--- src/rtl/nor_wbp_pkg.sv ---
package nor_wbp_pkg;

   typedef enum logic [2:0] {
      ST_IDLE,
      ST_UNLOCK2,
      ST_LOAD,
      ST_COUNT,
      ST_DATA,
      ST_CONFIRM
   } wbp_state_e;

   // command values and unlock offsets; the flash decodes them literally
   localparam logic [7:0]  CMD_UNLOCK_A = 8'hAA;
   localparam logic [7:0]  CMD_UNLOCK_B = 8'h55;
   localparam logic [7:0]  CMD_BUF_LOAD = 8'h25;
   localparam logic [7:0]  CMD_CONFIRM  = 8'h29;
   localparam logic [10:0] OFS_UNLOCK_A = 11'h555;
   localparam logic [10:0] OFS_UNLOCK_B = 11'h2AA;

endpackage

--- src/rtl/nor_wbp_count_chk.sv ---
module nor_wbp_count_chk #(
   parameter int CNT_W     = 8,
   parameter int MAX_WORDS = 32
) (
   input  logic [CNT_W-1:0] count,
   output logic             count_ok
);
   localparam longint CNT_MAX = (64'd1 << CNT_W) - 1;

   generate
      if (CNT_MAX <= MAX_WORDS) begin : g_no_upper
         // every non-zero count fits the buffer
         assign count_ok = (count != '0);
      end else begin : g_upper
         localparam logic [CNT_W-1:0] LIMIT = CNT_W'(MAX_WORDS);
         assign count_ok = (count != '0) && (count <= LIMIT);
      end
   endgenerate
endmodule

--- src/rtl/nor_wbp_addr_gen.sv ---
module nor_wbp_addr_gen #(
   parameter int AW = 24
) (
   input  logic          clk,
   input  logic          rst_n,
   input  logic          load,
   input  logic [AW-1:0] base,
   input  logic          step,
   output logic [AW-1:0] cur_addr,
   output logic [AW-1:0] last_addr
);
   always_ff @(posedge clk or negedge rst_n) begin
      if (!rst_n) begin
         cur_addr  <= '0;
         last_addr <= '0;
      end else if (load) begin
         cur_addr  <= base;
         last_addr <= base;
      end else if (step) begin
         last_addr <= cur_addr;
         cur_addr  <= cur_addr + AW'(1);
      end
   end
endmodule

--- src/rtl/nor_wbp_seq.sv ---
module nor_wbp_seq
   import nor_wbp_pkg::*;
#(
   parameter int AW    = 24,
   parameter int DW    = 16,
   parameter int CNT_W = 8
) (
   input  logic             clk,
   input  logic             rst_n,
   input  logic             start,
   input  logic [CNT_W-1:0] count,
   input  logic             count_ok,
   input  logic [AW-1:0]    cur_addr,
   input  logic [AW-1:0]    last_addr,
   input  logic             din_valid,
   input  logic [DW-1:0]    din_data,
   output logic             din_ready,
   output logic             addr_load,
   output logic             addr_step,
   output logic             bus_we,
   output logic [AW-1:0]    bus_addr,
   output logic [DW-1:0]    bus_data,
   output logic             done,
   output logic             error,
   output logic             busy
);
   wbp_state_e       state;
   logic [CNT_W-1:0] remain;
   logic [CNT_W-1:0] count_m1;

   assign din_ready = (state == ST_DATA);
   assign busy      = (state != ST_IDLE);
   assign addr_load = (state == ST_IDLE) && start && count_ok;
   assign addr_step = (state == ST_DATA) && din_valid;

   always_ff @(posedge clk or negedge rst_n) begin
      if (!rst_n) begin
         state    <= ST_IDLE;
         remain   <= '0;
         count_m1 <= '0;
         bus_we   <= 1'b0;
         bus_addr <= '0;
         bus_data <= '0;
         done     <= 1'b0;
         error    <= 1'b0;
      end else begin
         bus_we <= 1'b0;
         done   <= 1'b0;
         error  <= 1'b0;
         unique case (state)
            ST_IDLE: begin
               if (start) begin
                  if (count_ok) begin
                     bus_we   <= 1'b1;
                     bus_addr <= AW'(OFS_UNLOCK_A);
                     bus_data <= DW'(CMD_UNLOCK_A);
                     remain   <= count;
                     count_m1 <= count - CNT_W'(1);
                     state    <= ST_UNLOCK2;
                  end else begin
                     error <= 1'b1;
                  end
               end
            end
            ST_UNLOCK2: begin
               bus_we   <= 1'b1;
               bus_addr <= AW'(OFS_UNLOCK_B);
               bus_data <= DW'(CMD_UNLOCK_B);
               state    <= ST_LOAD;
            end
            ST_LOAD: begin
               bus_we   <= 1'b1;
               bus_addr <= cur_addr;
               bus_data <= DW'(CMD_BUF_LOAD);
               state    <= ST_COUNT;
            end
            ST_COUNT: begin
               bus_we   <= 1'b1;
               bus_addr <= cur_addr;
               bus_data <= DW'(count_m1);
               state    <= ST_DATA;
            end
            ST_DATA: begin
               if (din_valid) begin
                  bus_we   <= 1'b1;
                  bus_addr <= cur_addr;
                  bus_data <= din_data;
                  remain   <= remain - CNT_W'(1);
                  if (remain == CNT_W'(1)) state <= ST_CONFIRM;
               end
            end
            ST_CONFIRM: begin
               bus_we   <= 1'b1;
               bus_addr <= last_addr;
               bus_data <= DW'(CMD_CONFIRM);
               done     <= 1'b1;
               state    <= ST_IDLE;
            end
            default: state <= ST_IDLE;
         endcase
      end
   end
endmodule

--- src/rtl/nor_wbp.sv ---
module nor_wbp #(
   parameter int AW        = 24,
   parameter int DW        = 16,
   parameter int MAX_WORDS = 32,
   parameter int CNT_W     = 8
) (
   input  logic             clk,
   input  logic             rst_n,
   input  logic             start,
   input  logic [AW-1:0]    start_addr,
   input  logic [CNT_W-1:0] word_count,
   input  logic             din_valid,
   input  logic [DW-1:0]    din_data,
   output logic             din_ready,
   output logic             bus_we,
   output logic [AW-1:0]    bus_addr,
   output logic [DW-1:0]    bus_data,
   output logic             done,
   output logic             error,
   output logic             busy
);
   generate
      if (AW < 11) begin : g_bad_aw
         $error("nor_wbp: AW must hold the unlock offsets");
      end
      if (DW < 8) begin : g_bad_dw
         $error("nor_wbp: DW must carry 8-bit commands");
      end
      if (CNT_W > DW) begin : g_bad_cw
         $error("nor_wbp: count word must fit the data bus");
      end
      if (MAX_WORDS < 1) begin : g_bad_max
         $error("nor_wbp: MAX_WORDS must be at least 1");
      end
   endgenerate

   logic          count_ok;
   logic          addr_load;
   logic          addr_step;
   logic [AW-1:0] cur_addr;
   logic [AW-1:0] last_addr;

   nor_wbp_count_chk #(.CNT_W(CNT_W), .MAX_WORDS(MAX_WORDS)) u_cnt (
      .count    (word_count),
      .count_ok (count_ok)
   );

   nor_wbp_addr_gen #(.AW(AW)) u_addr (
      .clk       (clk),
      .rst_n     (rst_n),
      .load      (addr_load),
      .base      (start_addr),
      .step      (addr_step),
      .cur_addr  (cur_addr),
      .last_addr (last_addr)
   );

   nor_wbp_seq #(.AW(AW), .DW(DW), .CNT_W(CNT_W)) u_seq (
      .clk       (clk),
      .rst_n     (rst_n),
      .start     (start),
      .count     (word_count),
      .count_ok  (count_ok),
      .cur_addr  (cur_addr),
      .last_addr (last_addr),
      .din_valid (din_valid),
      .din_data  (din_data),
      .din_ready (din_ready),
      .addr_load (addr_load),
      .addr_step (addr_step),
      .bus_we    (bus_we),
      .bus_addr  (bus_addr),
      .bus_data  (bus_data),
      .done      (done),
      .error     (error),
      .busy      (busy)
   );
endmodule

--- config.mk ---
export PLATFORM = sky130hd
export DESIGN_NAME = nor_wbp
export DESIGN_NICKNAME = d
export VERILOG_FILES = /design/src/rtl/nor_wbp_pkg.sv /design/src/rtl/nor_wbp_count_chk.sv /design/src/rtl/nor_wbp_addr_gen.sv /design/src/rtl/nor_wbp_seq.sv /design/src/rtl/nor_wbp.sv
export SDC_FILE = /design/constraint.sdc
export NUM_CORES = 1
export LEC_CHECK = 0
export BUFFER_PORTS_ARGS = -buffer_cell sky130_fd_sc_hd__buf_4
export CORE_MARGIN = 2
export CORE_UTILIZATION = 45
export DETAILED_ROUTE_END_ITERATION = 8
export GPL_TIMING_DRIVEN = 0
export PLACE_DENSITY_LB_ADDON = 0.12
export SYNTH_ARGS = -nofsm -noshare
export SYNTH_HDL_FRONTEND = slang
export SYNTH_SLANG_ARGS = --single-unit
--- constraint.sdc ---
create_clock -name clk -period 2.74 [get_ports clk]
set_clock_uncertainty 0.05 [all_clocks]
set_input_delay 0.274 -clock clk [delete_from_list [all_inputs] [get_ports clk]]
set_output_delay 0.274 -clock clk [all_outputs]
set_load 0.02 [all_outputs]
* Yosys cells after proc, flatten, opt, wreduce, memory -nomap -nowiden
Cells that the tools add are included.
Widths: inputs -> output; s select.
** Word-level totals
- Flip-flop bits (word level) :: 110
- Bits of input ports :: 52
- Output and inout port bits :: 45
- Word-level logic and storage cells :: 71
** Operators by class
- Add/sub/neg operators :: 3
- Order comparisons :: 1
- Equal/unequal tests :: 10
- Multiplexer cells :: 29
- Reductions and logical operators :: 18
** Operator list (count)
- $mux 24 :: 7
- $pmux 24 s5 :: 1
- $pmux 16 s6 :: 1
- $mux 16 :: 3
- $add 24x1->24 const B :: 1
- $mux 8 :: 3
- $pmux 8 s2 :: 1
- $reduce_and 4->1 :: 4
- $sub 8x1->8 const B :: 2
- $pmux 3 s5 :: 1
- $mux 3 :: 4
- $eq 8x1->1 const B :: 1
- $le 8x6->1 const B :: 1
- $reduce_bool 8->1 :: 1
- $mux 1 :: 7
- $eq 3x2->1 const B :: 2
- $eq 3x3->1 const B :: 2
- $reduce_bool 6->1 :: 1
- $reduce_bool 5->1 :: 1
- $logic_and 1x1->1 :: 4
- $ne 2x1->1 const B :: 2
- $ne 2x2->1 const B :: 2
- $reduce_bool 2->1 :: 2
- $reduce_or 4->1 :: 1
- 6 further kinds :: 6

* Logic depth before layout (Yosys ltp)
- Depth in word-level cells :: 5
- Mapped depth :: 11
- Mapped depth without buffers :: 8

* By module
Synthesis repeated with hierarchy kept, for this count alone.
** Unflattened totals
- Cell total of the unflattened synthesis :: 594
- Area, all modules :: 5719.2 sq um
** By module, submodules not included
- nor_wbp_seq :: times used 1, cells an instance 344, area each 3270.6 sq um
- nor_wbp_addr_gen :: times used 1, cells an instance 246, area each 2412.3 sq um
- nor_wbp_count_chk :: times used 1, cells an instance 4, area each 36.3 sq um

* Least setup slack after synthesis
OpenSTA, ideal clock, no wires.
- Path type :: input port to flip-flop
- From :: input word_count[0]
- To :: register u_seq.bus_addr[10]
- Library setup time :: 0.125 ns
- Arrival time :: 1.898 ns
- Data required time :: 2.565 ns
- Setup slack :: 0.667 ns
- Stages :: 9
- Cell sequence :: inv_1 > ha_1 > nor4b_4 > xor2_1 > o21ai_2 > nor3_4 > inv_2 > buf_6 > mux2_4
** Between the ends
- Cells in the longest elaborated chain, start to end :: 4
** RTL lines
- from (decl) :: line nor_wbp.sv:11 : input logic [CNT_W-1:0] word_count,
- $le 8x6->1 / $reduce_bool 8->1 (equally long branches) :: line nor_wbp_count_chk.sv:16 : assign count_ok = (count != '0) && (count <= LIMIT);
- $logic_and 1x1->1 * :: line nor_wbp_count_chk.sv:16
- $ne 2x1->1 (no source line) *
- $reduce_and 4->1 (no source line) *
- to (signal assigned) :: line nor_wbp_seq.sv:55 : bus_addr <= AW'(OFS_UNLOCK_A);
- to (signal assigned) :: line nor_wbp_seq.sv:67 : bus_addr <= AW'(OFS_UNLOCK_B);
- to (signal assigned) :: line nor_wbp_seq.sv:73 : bus_addr <= cur_addr;
- to (decl) :: line nor_wbp_seq.sv:21 : output logic [AW-1:0] bus_addr,
Every way passes the cells marked *; elsewhere a longest branch is shown, timed or not.
A chain may end at the register's enable or synchronous reset.

* Final worst setup path
- From :: register u_seq.state[0]
- To :: output din_ready
** Between the ends
- Cells in the longest elaborated chain, start to end :: 1
** RTL lines
- from (decl) :: line nor_wbp_seq.sv:27 : wbp_state_e state;
- from (signal assigned) :: line nor_wbp_seq.sv:38 : state <= ST_IDLE;
- from (signal assigned) :: line nor_wbp_seq.sv:59 : state <= ST_UNLOCK2;
- from (signal assigned) :: line nor_wbp_seq.sv:69 : state <= ST_LOAD;
- $eq 3x3->1 :: line nor_wbp_seq.sv:31 : assign din_ready = (state == ST_DATA);
- to (decl) :: line nor_wbp.sv:14 : output logic din_ready,
No other way between the ends.

==> flow_metrics.py <==
metrics = {
    "drt": {
        "routedWlPerCell_um": 17.2,
        "drtIter0Drc": 512,
        "antenna_left": 0,
        "drc": 0,
        "dr.pass1.iters": 5,
        "vias_per_cell": 5.53,
        "drt_wl_total_um": 15100,
        "num_vias": 4840,
    },
    "layout": {
        "final_nets": 760,
        "fill_cells": 1073,
        "seq_area_mm2": 0.00275,
        "final_layout_size_suffix_gt1_share_pct": 22.2,
        "n_antenna_cell": 0,
        "multi_input_area_mm2": 0.00266,
        "syn_to_final_growth_pct": 23.7,
        "utilization_pct": 57.5,
    },
    "synth": {
        "syn_area_mm2": 0.00566,
        "yosysTopAreaCell": "dfrtp_1",
        "synth_cells": 594,
        "synth-edff-count": 0,
        "ys_seq_elements": 110,
        "ys_async_sr_fraction_pct": 100,
        "yosysUniqueCellTypes": 43,
        "ys_top_cells_by_area": "dfrtp_1 49%, mux2_4 6.6%, nand2_1 5.8%",
        "synth_most_common_cell": "dfrtp_1",
        "yosys-top-cells-count": "110 x dfrtp_1, 87 x nand2_1, 53 x a21oi_1",
        "syn_nets": 651,
        "yosysWarningCount": 0,
        "avgSynthCellArea_um2": 9.52,
        "seq_area_frac_synth_pct": 48.7,
        "synth_top_area_share_pct": 48.7,
        "synth_ff_type": "dfrtp_1",
    },
    "pwr": {
        "ir_worst_vdd_mv": 0.418,
        "p_int_w": 0.00514,
        "power_density_mw_per_mm2": 1210,
        "p_switching_w": 0.00333,
        "leakage_nw": 3.18,
        "clock_power_share_pct": 18.3,
        "swShare_pct": 39.3,
        "power_frac_comb_pct": 47.0,
        "seqPwrFrac_pct": 34.6,
        "report.power.total_w": 0.00848,
    },
    "global_route": {
        "grt_pass1_vias": 4786,
        "grt_pass1_wl_um": 24400,
        "grt.overflow.total": 0,
        "grt_usage_pct": 23.3,
        "antenna_found_initial": 0,
        "grt_max_degree": 111,
    },
    "worst_setup_path": {
        "critPathKind": "flip-flop to primary output",
        "cp_data_arrival_time_ns": 2.26,
        "rrSetupSlack_ns": 0.19,
        "end_kind": "primary output",
        "timing.rr.start": "u_seq.state[0]",
        "start_kind": "flip-flop",
        "path_max_fanout": 10,
        "r2r-end": "u_addr.last_addr[23]",
        "required_ns": 2.42,
        "worstRegToRegCells": 10,
    },
    "timing": {
        "final_max_slew_viol_count": 0,
        "period_share_pct": 94.2,
        "hold_viol": 0,
        "tightest_slew_ns": 0.745,
        "setup_tns_ns": 0,
        "timing.final.crit_period_ns": 2.58,
        "setup_viol": 0,
        "rsz0062_at_grt": "no",
        "relSlewSlack_pct": 50.2,
        "fmax_mhz": 387,
    },
    "hold_path": {
        "min_to": "u_seq.count_m1[0]",
        "holdCritPathClass": "input pin to flip-flop",
        "hold_depth": 2,
        "min-delay-start": "word_count[0]",
    },
    "floorplanning": {
        "initial_utilization_pct": 46.5,
        "core.rowCount": 40,
        "dieArea_mm2": 0.0135,
        "die_x_um": 116,
        "coreArea_mm2": 0.0122,
        "ios": 97,
        "die_y_um": 116,
    },
    "clocking": {
        "clk_latency_ns": 0.35,
        "cts_made_buffers": 9,
        "clkSinkCount": 110,
        "h-tree-depth": 3,
        "cts_buffer_depth": 2,
        "clockRootBuffer": "clkbuf_16",
        "cts_tree": "yes",
        "path_clk_slew_ns": 0.07,
    },
    "place": {
        "dpl.hpwl_um": 10800,
        "port_buffers": 95,
        "place_congestion": 0.829,
    },
    "outcome": {
        "status": "completed",
    },
    "run": {
        "drv_cap": 0,
    },
}
-- layout make-up --
type                            instances  area share [%]
Buffer                                 41            2.72
Clock buffer                           11            3.61
Clock inverter                          5            1.50
Inverter                               17           0.912
Multi-Input combinational cell        426            38.0
Sequential cell                       110            39.3
Tap cell                              168            3.00
Timing Repair Buffer                   98            10.9
-- worst max-delay path by stage --
stage / startpoint / endpoint / slack, ns / cells past startpoint
floorplan: word_count[0] / u_seq.bus_addr[10] / 0.67 / 9
global placement: u_seq.state[0] / u_seq.bus_addr[17] / 0.12 / 8
detailed placement: word_count[0] / u_seq.bus_addr[20] / 0.11 / 10
CTS: u_seq.state[0] / din_ready / 0.008 / 8
global route: u_seq.state[1] / u_addr.cur_addr[1] / 0.02 / 6
finish: u_seq.state[0] / din_ready / 0.16 / 8
-- per-layer routing --
metal,global-route usage (%),wire [um]
met5,0,0
met4,6.59,215
met3,4.15,968
met2,35.1,6720
met1,34.8,7210
-- per-stage QoR --
stage	std cells	cell area, um^2	hold slack (ns)	worst slack (ns)
final	876	7000	0.0949	0.158
after global routing	876	7000	0.106	0.0246
after CTS	873	6940	0.0928	0.00828
after detailed placement	857	6580	0.422	0.111
after global placement	857	6580	0.418	0.119
after floorplan	594	5660	-0.0716	0.667
-- critical path: stages, from the launching register on --
cell and delay [ns]:
dfrtp_1 0.36, clkbuf_1 0.18, nor2b_1 0.13, buf_2 0.20, nand2_1 0.21, inv_1 0.15
clkbuf_2 0.27, clkbuf_4 0.26, buf_4 0.16
-- placed cells by master, fill, tap and decap left out, types with 7 or more instances in the layout --
cell type	instances
nor2_1	41
mux2_4	25
a21oi_1	53
nand2_1	87
inv_1	15
dfrtp_1	110
nand4_1	7
buf_4	96
a22oi_1	7
a22o_1	13
nand2b_1	10
nand3_1	30
xor2_1	20
xnor2_1	10
o21ai_0	32
clkbuf_16	9
a31oi_1	23
nor3_1	9
and3_1	9
o22ai_1	13
clkbuf_1	26
-- cell families after synthesis --
family,count (synthesis),share of synthesized area (%)
XOR/XNOR,30,4.65
multiplexers,33,8.12
flip-flops,110,48.7
buffers and inverters,58,4.40
adder cells (fa/ha/maj),5,1.11
AND/OR/NAND/NOR,206,16.9
AO/OA/AOI/OAI,152,16.1
-- sequential cells by signal, indices dropped and copies added (netlist names) --
register          cells
u_seq.remain          8
u_seq.bus_we          1
u_seq.bus_data       16
u_addr.cur_addr      24
u_seq.count_m1        8
u_seq.state           3
u_addr.last_addr     24
u_seq.bus_addr       24
u_seq.error           1
u_seq.done            1
-- repair_timing --
item,4_1_cts,5_1_grt
setup buffers,0,1
hold endpoints to repair,0,7
gates resized for setup,1,4
hold buffers,0,1
setup endpoints to repair,1,11
pin swaps,0,1
-- power by group through the flow --
stage | Sequential, W | Combinational, W | Clock [W]
6_report | 0.00294 | 0.00399 | 0.00155
5_1_grt | 0.00303 | 0.00437 | 0.00163
4_1_cts | 0.00292 | 0.00396 | 0.00157
3_5_place_dp | 0.00294 | 0.00394 | 0
3_3_place_gp | 0.00291 | 0.00386 | 0
2_1_floorplan | 0.00308 | 0.00256 | 0
Note: power is estimated with default switching activity, not from simulation.
